===== src/rtl/eq_phase_pkg.sv =====
package eq_phase_pkg;

    typedef enum logic [2:0] {
        ST_IDLE,
        ST_PH0,
        ST_PH1,
        ST_PH2,
        ST_PH3
    } eq_state_e;

    localparam logic [1:0] EC_PH0 = 2'b00;
    localparam logic [1:0] EC_PH1 = 2'b01;
    localparam logic [1:0] EC_PH2 = 2'b10;
    localparam logic [1:0] EC_PH3 = 2'b11;

endpackage


===== src/rtl/eq_ts1_tracker.sv =====
module eq_ts1_tracker #(
    parameter int RUN_LEN = 2
) (
    input  logic       clk,
    input  logic       rst_n,
    input  logic       clear,
    input  logic       ts1_valid,
    input  logic [1:0] ts1_ec,
    input  logic       os_bad,
    output logic       run_ok
);
    localparam int CW = $clog2(RUN_LEN + 1);
    localparam logic [CW-1:0] SAT = CW'(RUN_LEN);

    logic [CW-1:0] cnt_q;
    logic [1:0]    last_ec_q;

    always_ff @(posedge clk or negedge rst_n) begin
        if (!rst_n) begin
            cnt_q     <= '0;
            last_ec_q <= 2'b00;
        end else if (clear || os_bad) begin
            cnt_q     <= '0;
        end else if (ts1_valid) begin
            last_ec_q <= ts1_ec;
            if (cnt_q != '0 && ts1_ec != last_ec_q)
                cnt_q <= CW'(1);
            else if (cnt_q != SAT)
                cnt_q <= cnt_q + CW'(1);
        end
    end

    assign run_ok = (cnt_q == SAT);
endmodule


===== src/rtl/eq_phase_timer.sv =====
module eq_phase_timer #(
    parameter int TMO_W = 16
) (
    input  logic             clk,
    input  logic             rst_n,
    input  logic             restart,
    input  logic             running,
    input  logic [TMO_W-1:0] limit,
    output logic             expired
);
    logic [TMO_W-1:0] tmr_q;

    assign expired = running && (tmr_q == limit);

    always_ff @(posedge clk or negedge rst_n) begin
        if (!rst_n)
            tmr_q <= '0;
        else if (restart)
            tmr_q <= '0;
        else if (running && !expired)
            tmr_q <= tmr_q + TMO_W'(1);
    end
endmodule


===== src/rtl/eq_param_latch.sv =====
module eq_param_latch #(
    parameter int PRESET_W   = 4,
    parameter int HINT_W     = 3,
    parameter int FSLF_W     = 6,
    parameter int PRESET_MAX = 10
) (
    input  logic                clk,
    input  logic                rst_n,
    input  logic                cap_preset,
    input  logic                cap_fslf,
    input  logic [PRESET_W-1:0] preset_in,
    input  logic [HINT_W-1:0]   hint_in,
    input  logic [FSLF_W-1:0]   fs_in,
    input  logic [FSLF_W-1:0]   lf_in,
    output logic [PRESET_W-1:0] preset_q,
    output logic [HINT_W-1:0]   hint_q,
    output logic [FSLF_W-1:0]   fs_q,
    output logic [FSLF_W-1:0]   lf_q
);
    localparam logic [PRESET_W-1:0] PRESET_LIM = PRESET_W'(PRESET_MAX);

    logic preset_legal;
    assign preset_legal = (preset_in <= PRESET_LIM);

    always_ff @(posedge clk or negedge rst_n) begin
        if (!rst_n) begin
            preset_q <= '0;
            hint_q   <= '0;
        end else if (cap_preset && preset_legal) begin
            preset_q <= preset_in;
            hint_q   <= hint_in;
        end
    end

    always_ff @(posedge clk or negedge rst_n) begin
        if (!rst_n) begin
            fs_q <= '0;
            lf_q <= '0;
        end else if (cap_fslf) begin
            fs_q <= fs_in;
            lf_q <= lf_in;
        end
    end
endmodule


===== src/rtl/eq_phase_ctrl.sv =====
module eq_phase_ctrl
    import eq_phase_pkg::*;
#(
    parameter int PRESET_W   = 4,
    parameter int HINT_W     = 3,
    parameter int FSLF_W     = 6,
    parameter int TMO_W      = 16,
    parameter int PRESET_MAX = 10,
    parameter int TS1_RUN    = 2
) (
    input  logic                clk,
    input  logic                rst_n,
    input  logic                role_dsp,
    input  logic                eq_start,
    input  logic                target_rate_ok,
    input  logic                rate_chg_done,
    input  logic                ts1_valid,
    input  logic [1:0]          ts1_ec,
    input  logic [PRESET_W-1:0] ts1_preset,
    input  logic [HINT_W-1:0]   ts1_hint,
    input  logic [FSLF_W-1:0]   ts1_fs,
    input  logic [FSLF_W-1:0]   ts1_lf,
    input  logic                os_bad,
    input  logic                ber_ok,
    input  logic                quality_ok,
    input  logic                skip_tune,
    input  logic                tune_done,
    input  logic [TMO_W-1:0]    tmo_limit,
    output logic                eq_active,
    output logic [1:0]          phase,
    output logic [1:0]          ec_tx,
    output logic [PRESET_W-1:0] preset_q,
    output logic [HINT_W-1:0]   hint_q,
    output logic [FSLF_W-1:0]   fs_q,
    output logic [FSLF_W-1:0]   lf_q,
    output logic                eq_done,
    output logic                eq_fail
);
    eq_state_e state_q, state_d;
    logic      set_done, set_fail, start_ok;
    logic      run_ok, expired, changing;

    assign start_ok = (state_q == ST_IDLE) && eq_start && target_rate_ok;
    assign changing = (state_d != state_q);

    // next-state decision; timeout outranks every advance
    always_comb begin
        state_d  = state_q;
        set_done = 1'b0;
        set_fail = 1'b0;
        unique case (state_q)
            ST_IDLE: begin
                if (start_ok)
                    state_d = ST_PH0;
            end
            ST_PH0: begin
                if (expired) begin
                    state_d  = ST_IDLE;
                    set_fail = 1'b1;
                end else if (role_dsp ? rate_chg_done : (run_ok && ber_ok)) begin
                    state_d = ST_PH1;
                end
            end
            ST_PH1: begin
                if (expired) begin
                    state_d  = ST_IDLE;
                    set_fail = 1'b1;
                end else if (run_ok && quality_ok) begin
                    if (skip_tune) begin
                        state_d  = ST_IDLE;
                        set_done = 1'b1;
                    end else begin
                        state_d = ST_PH2;
                    end
                end
            end
            ST_PH2: begin
                if (expired) begin
                    state_d  = ST_IDLE;
                    set_fail = 1'b1;
                end else if (tune_done) begin
                    state_d = ST_PH3;
                end
            end
            ST_PH3: begin
                if (expired) begin
                    state_d  = ST_IDLE;
                    set_fail = 1'b1;
                end else if (tune_done) begin
                    state_d  = ST_IDLE;
                    set_done = 1'b1;
                end
            end
            default: state_d = ST_IDLE;
        endcase
    end

    // state register
    always_ff @(posedge clk or negedge rst_n) begin
        if (!rst_n)
            state_q <= ST_IDLE;
        else
            state_q <= state_d;
    end

    // outputs decoded from the state register
    always_comb begin
        eq_active = 1'b1;
        phase     = 2'd0;
        ec_tx     = EC_PH0;
        unique case (state_q)
            ST_IDLE: eq_active = 1'b0;
            ST_PH0:  begin phase = 2'd0; ec_tx = EC_PH0; end
            ST_PH1:  begin phase = 2'd1; ec_tx = EC_PH1; end
            ST_PH2:  begin phase = 2'd2; ec_tx = EC_PH2; end
            ST_PH3:  begin phase = 2'd3; ec_tx = EC_PH3; end
            default: eq_active = 1'b0;
        endcase
    end

    // sticky completion flags, cleared by a new run
    always_ff @(posedge clk or negedge rst_n) begin
        if (!rst_n) begin
            eq_done <= 1'b0;
            eq_fail <= 1'b0;
        end else if (start_ok) begin
            eq_done <= 1'b0;
            eq_fail <= 1'b0;
        end else begin
            if (set_done) eq_done <= 1'b1;
            if (set_fail) eq_fail <= 1'b1;
        end
    end

    eq_ts1_tracker #(
        .RUN_LEN (TS1_RUN)
    ) u_trk (
        .clk       (clk),
        .rst_n     (rst_n),
        .clear     (changing || (state_q == ST_IDLE)),
        .ts1_valid (ts1_valid),
        .ts1_ec    (ts1_ec),
        .os_bad    (os_bad),
        .run_ok    (run_ok)
    );

    eq_phase_timer #(
        .TMO_W (TMO_W)
    ) u_tmr (
        .clk     (clk),
        .rst_n   (rst_n),
        .restart (changing),
        .running (state_q != ST_IDLE),
        .limit   (tmo_limit),
        .expired (expired)
    );

    eq_param_latch #(
        .PRESET_W   (PRESET_W),
        .HINT_W     (HINT_W),
        .FSLF_W     (FSLF_W),
        .PRESET_MAX (PRESET_MAX)
    ) u_lat (
        .clk        (clk),
        .rst_n      (rst_n),
        .cap_preset (ts1_valid && (state_q == ST_PH0) && !role_dsp),
        .cap_fslf   (ts1_valid && (state_q == ST_PH1)),
        .preset_in  (ts1_preset),
        .hint_in    (ts1_hint),
        .fs_in      (ts1_fs),
        .lf_in      (ts1_lf),
        .preset_q   (preset_q),
        .hint_q     (hint_q),
        .fs_q       (fs_q),
        .lf_q       (lf_q)
    );
endmodule


===== config.mk =====
export PLATFORM = sky130hd
export DESIGN_NAME = eq_phase_ctrl
export DESIGN_NICKNAME = d
export VERILOG_FILES = /design/src/rtl/eq_phase_pkg.sv /design/src/rtl/eq_ts1_tracker.sv /design/src/rtl/eq_phase_timer.sv /design/src/rtl/eq_param_latch.sv /design/src/rtl/eq_phase_ctrl.sv
export SDC_FILE = /design/constraint.sdc
export NUM_CORES = 1
export LEC_CHECK = 0
export ABC_CLOCK_PERIOD_IN_PS = 5200
export CAP_MARGIN = 15
export CORE_MARGIN = 4
export CORE_UTILIZATION = 35
export CTS_CLUSTER_SIZE = 12
export DETAILED_ROUTE_END_ITERATION = 10
export DONT_BUFFER_PORTS = 1
export PLACE_DENSITY_LB_ADDON = 0.25
export SYNTH_ARGS = -nofsm -noshare
export SYNTH_HDL_FRONTEND = slang
export SYNTH_SLANG_ARGS = --single-unit

===== constraint.sdc =====
create_clock -name clk -period 5.2 [get_ports clk]
set_input_delay 1.04 -clock clk [delete_from_list [all_inputs] [get_ports clk]]
set_output_delay 1.04 -clock clk [all_outputs]
set_load 0.02 [all_outputs]

==> results.toml <==
[status]
status = "complete, no violations"

[route]
wire_per_inst_um = 15.94
vias = 1634
drt-initial-drc-count = 61
detail-route-antenna-nets = 0
drtPass1Iterations = 4
drc = 0
vias_per_cell = 5.254
routed_wl_mm = 4.957

[yosys]
yosysTopAreaCellShare_pct = 46.29
seq_area_frac_synth_pct = 46.29
synth_edf_count = 0
yosysTopAreaCell = "dfrtp_1"
synth-compound-area-share_pct = 6.944
ys_ff_latch = 44
synthSimpleGateAreaFrac_pct = 18.20
synth_cell_type_count = 37
synthAdderAreaFrac_pct = 1.578
avgSynthCellArea_um2 = 10.12
syn-instance-count = 235
async_flop_share_pct = 100.0
ys.flop_type = "dfrtp_1"
synth_top_family_by_area = "simple AND/OR/NAND/NOR gates"
yosysWarnings = 0
synth_mux_area_share_pct = 10.89
syn_area_um2 = 2379
synth_common_cells = "44 x dfrtp_1, 33 x nor2_1, 29 x xnor2_1"
syn_nets = 287
synth_area_leaders = "dfrtp_1 46%, mux2_2 11%, xnor2_1 11%"
yosysMostFrequentCell = "dfrtp_1"
synth_xor_area_share_pct = 12.52

[floorplanning]
io_pins = 75
die_w_um = 90.44
rows = 29
core_um2 = 6459
initial_core_util_pct = 36.83
die_h_um = 90.44
die_area_um2 = 8178

[global_routing]
antenna_found_initial = 0
grt_pass1_wl_mm = 8.804
grt_usage_pct = 13.24
overflow = 0
grt_pass1_vias = 1765
grt_max_degree = 45

[pwr]
internal-power_uw = 760.4
swShare_pct = 40.19
leakage_nw = 0.9924
ir_drop_v = 0.0002425
pwr-share-comb_pct = 27.6
clkPwrFrac_pct = 21.6
p_sw_uw = 510.9
power_frac_seq_pct = 50.8
powerDensity_nw_per_um2 = 497.8

[sta]
hold_viol_final = 0
maxSlewViolCount = 0
rsz0062_at_grt = "false"
tns_ns = 0
timing.final.crit_period_ns = 3.007
worstMarginPinSlew_ns = 0.9516
skew_ns = 0.007658
min_period_over_period_pct = 57.83
max_slew_margin_pct = 36.28
fmax_mhz = 332.5
setup_viol = 0
worst_slack_ns = 2.193

[placement]
place_congestion = 0.7771
placed_area_um2 = 2432
dp_slack_ns = 1.831
post-dp-hpwl_mm = 3.678
port_buffers = 0

[flow_run]
maxCapViolations = 0

[setup_path]
worstPathArrival_ns = 3.20
endpoint_kind = "register"
start_kind = "input pin"
cp_max_fo = 18
crit_type = "input pin to register"
cp.required_ns = 5.39

[cells_and_area]
antenna_cells = 0
fin_nets = 285
drive_above_1_share_pct = 14.53
finalInstanceArea_um2 = 2554
syn_to_final_growth_pct = 7.365

[cts]
ctsLongestPathBuffers = 2
tritoncts = "yes"
clkTransAtPathRegs_ns = 0.09
clock_sinks = 44
cts.htree.levels = 2
cts_setup_buffers = 0
root_buffer = "clkbuf_8"
numCtsBuffers = 5
clkLatencyLatePin_ns = 0.30
cts_hold_buf = 0
cts_resized = 0

[worst_hold_path]
hold_path_class = "input pin to async pin"
power by group through the flow:
stage / Combinational [mW] / Sequential [mW] / Clock [mW]
final: 0.351 / 0.645 / 0.275
after global routing: 0.400 / 0.668 / 0.303
after CTS: 0.358 / 0.649 / 0.288
after detailed placement: 0.359 / 0.652 / 0
after global placement: 0.352 / 0.655 / 0
after floorplan: 0.350 / 0.602 / 0
per-layer routing:
metal | global-route usage [%] | part of all wire, % | up-vias | routed length [um]
li1 | - | - | 801 | -
met1 | 16.59 | 43 | 771 | 2125
met2 | 20.41 | 46 | 54 | 2282
met3 | 5.417 | 9.5 | 8 | 472
met4 | 4.974 | 1.5 | 0 | 76
met5 | 0 | 0 | - | 0
final timing paths:
kind | start | endpoint | slack [ns] | cells after the start
max | tmo_limit[9] | u_trk.cnt_q[0] | 2.19 | 7
min | rst_n | u_tmr.tmr_q[3] | 0.43 | 0
max reg2reg | u_tmr.tmr_q[3] | u_trk.cnt_q[0] | 2.47 | 7
min reg2reg | u_trk.last_ec_q[0] | u_trk.last_ec_q[0] | 0.54 | 1
max in group asynchronous | rst_n | u_tmr.tmr_q[1] | 4.68 | 0
min in group clk | u_trk.last_ec_q[0] | u_trk.last_ec_q[0] | 0.54 | 1
registers in the layout, summed over array words and instances (netlist names):
register,cells
eq_done,1
eq_fail,1
state_q,3
u_lat.fs_q,6
u_lat.hint_q,3
u_lat.lf_q,6
u_lat.preset_q,4
u_tmr.tmr_q,16
u_trk.cnt_q,2
u_trk.last_ec_q,2
layout make-up:
class / instances / area (um2)
clock inverters: 2 / 38.79
multi-input cells: 173 / 1197
repair buffers: 1 / 7.507
clock buffers: 6 / 82.58
inverters: 8 / 30.03
fillers: 650 / 3905
flip-flops and latches: 44 / 1101
well taps: 77 / 96.34
per-stage QoR:
step / hold WS (ns) / cells / power [mW] / util, %
global route: 0.3980 / 311 / 1.371 / 39.54
floorplan: 0.5024 / 235 / 0.9521 / -
CTS: 0.4131 / 311 / 1.295 / 39.54
detailed placement: 0.5212 / 303 / 1.010 / 37.66
global placement: 0.5116 / 303 / 1.008 / 37.66
finish: 0.4275 / 311 / 1.271 / 39.54
cells in the final DEF, fill, tap and decap left out, types with 2 or more instances in the layout:
cell type / n
dfrtp_1: 44
nand4b_1: 2
a31oi_1: 3
mux2_2: 23
ha_1: 3
nor4_1: 2
clkbuf_8: 6
nand4_1: 6
nand2_1: 14
nand3_1: 9
and3_1: 4
xnor2_1: 29
a21oi_1: 9
nand2b_1: 4
xor2_1: 5
nor3_1: 3
nor2_1: 33
or3_1: 3
o21ai_0: 6
inv_1: 8
cell families (layout without fill, tap and decap cells):
family	Yosys count	after routing
simple gates	86	86
flops	44	44
xor+xnor	34	34
compound gates	27	27
mux	23	23
buf+inv	18	17
fa+ha+maj	3	3
critical path: stages:
cell     delay (ns)
xnor2_1        0.13
nand4_1        0.17
nor4_4         0.66
nand3_1        0.15
a32o_1         0.30
or2_1          0.45
nor4_1         0.31
Note: power is estimated with default switching activity, not from simulation.
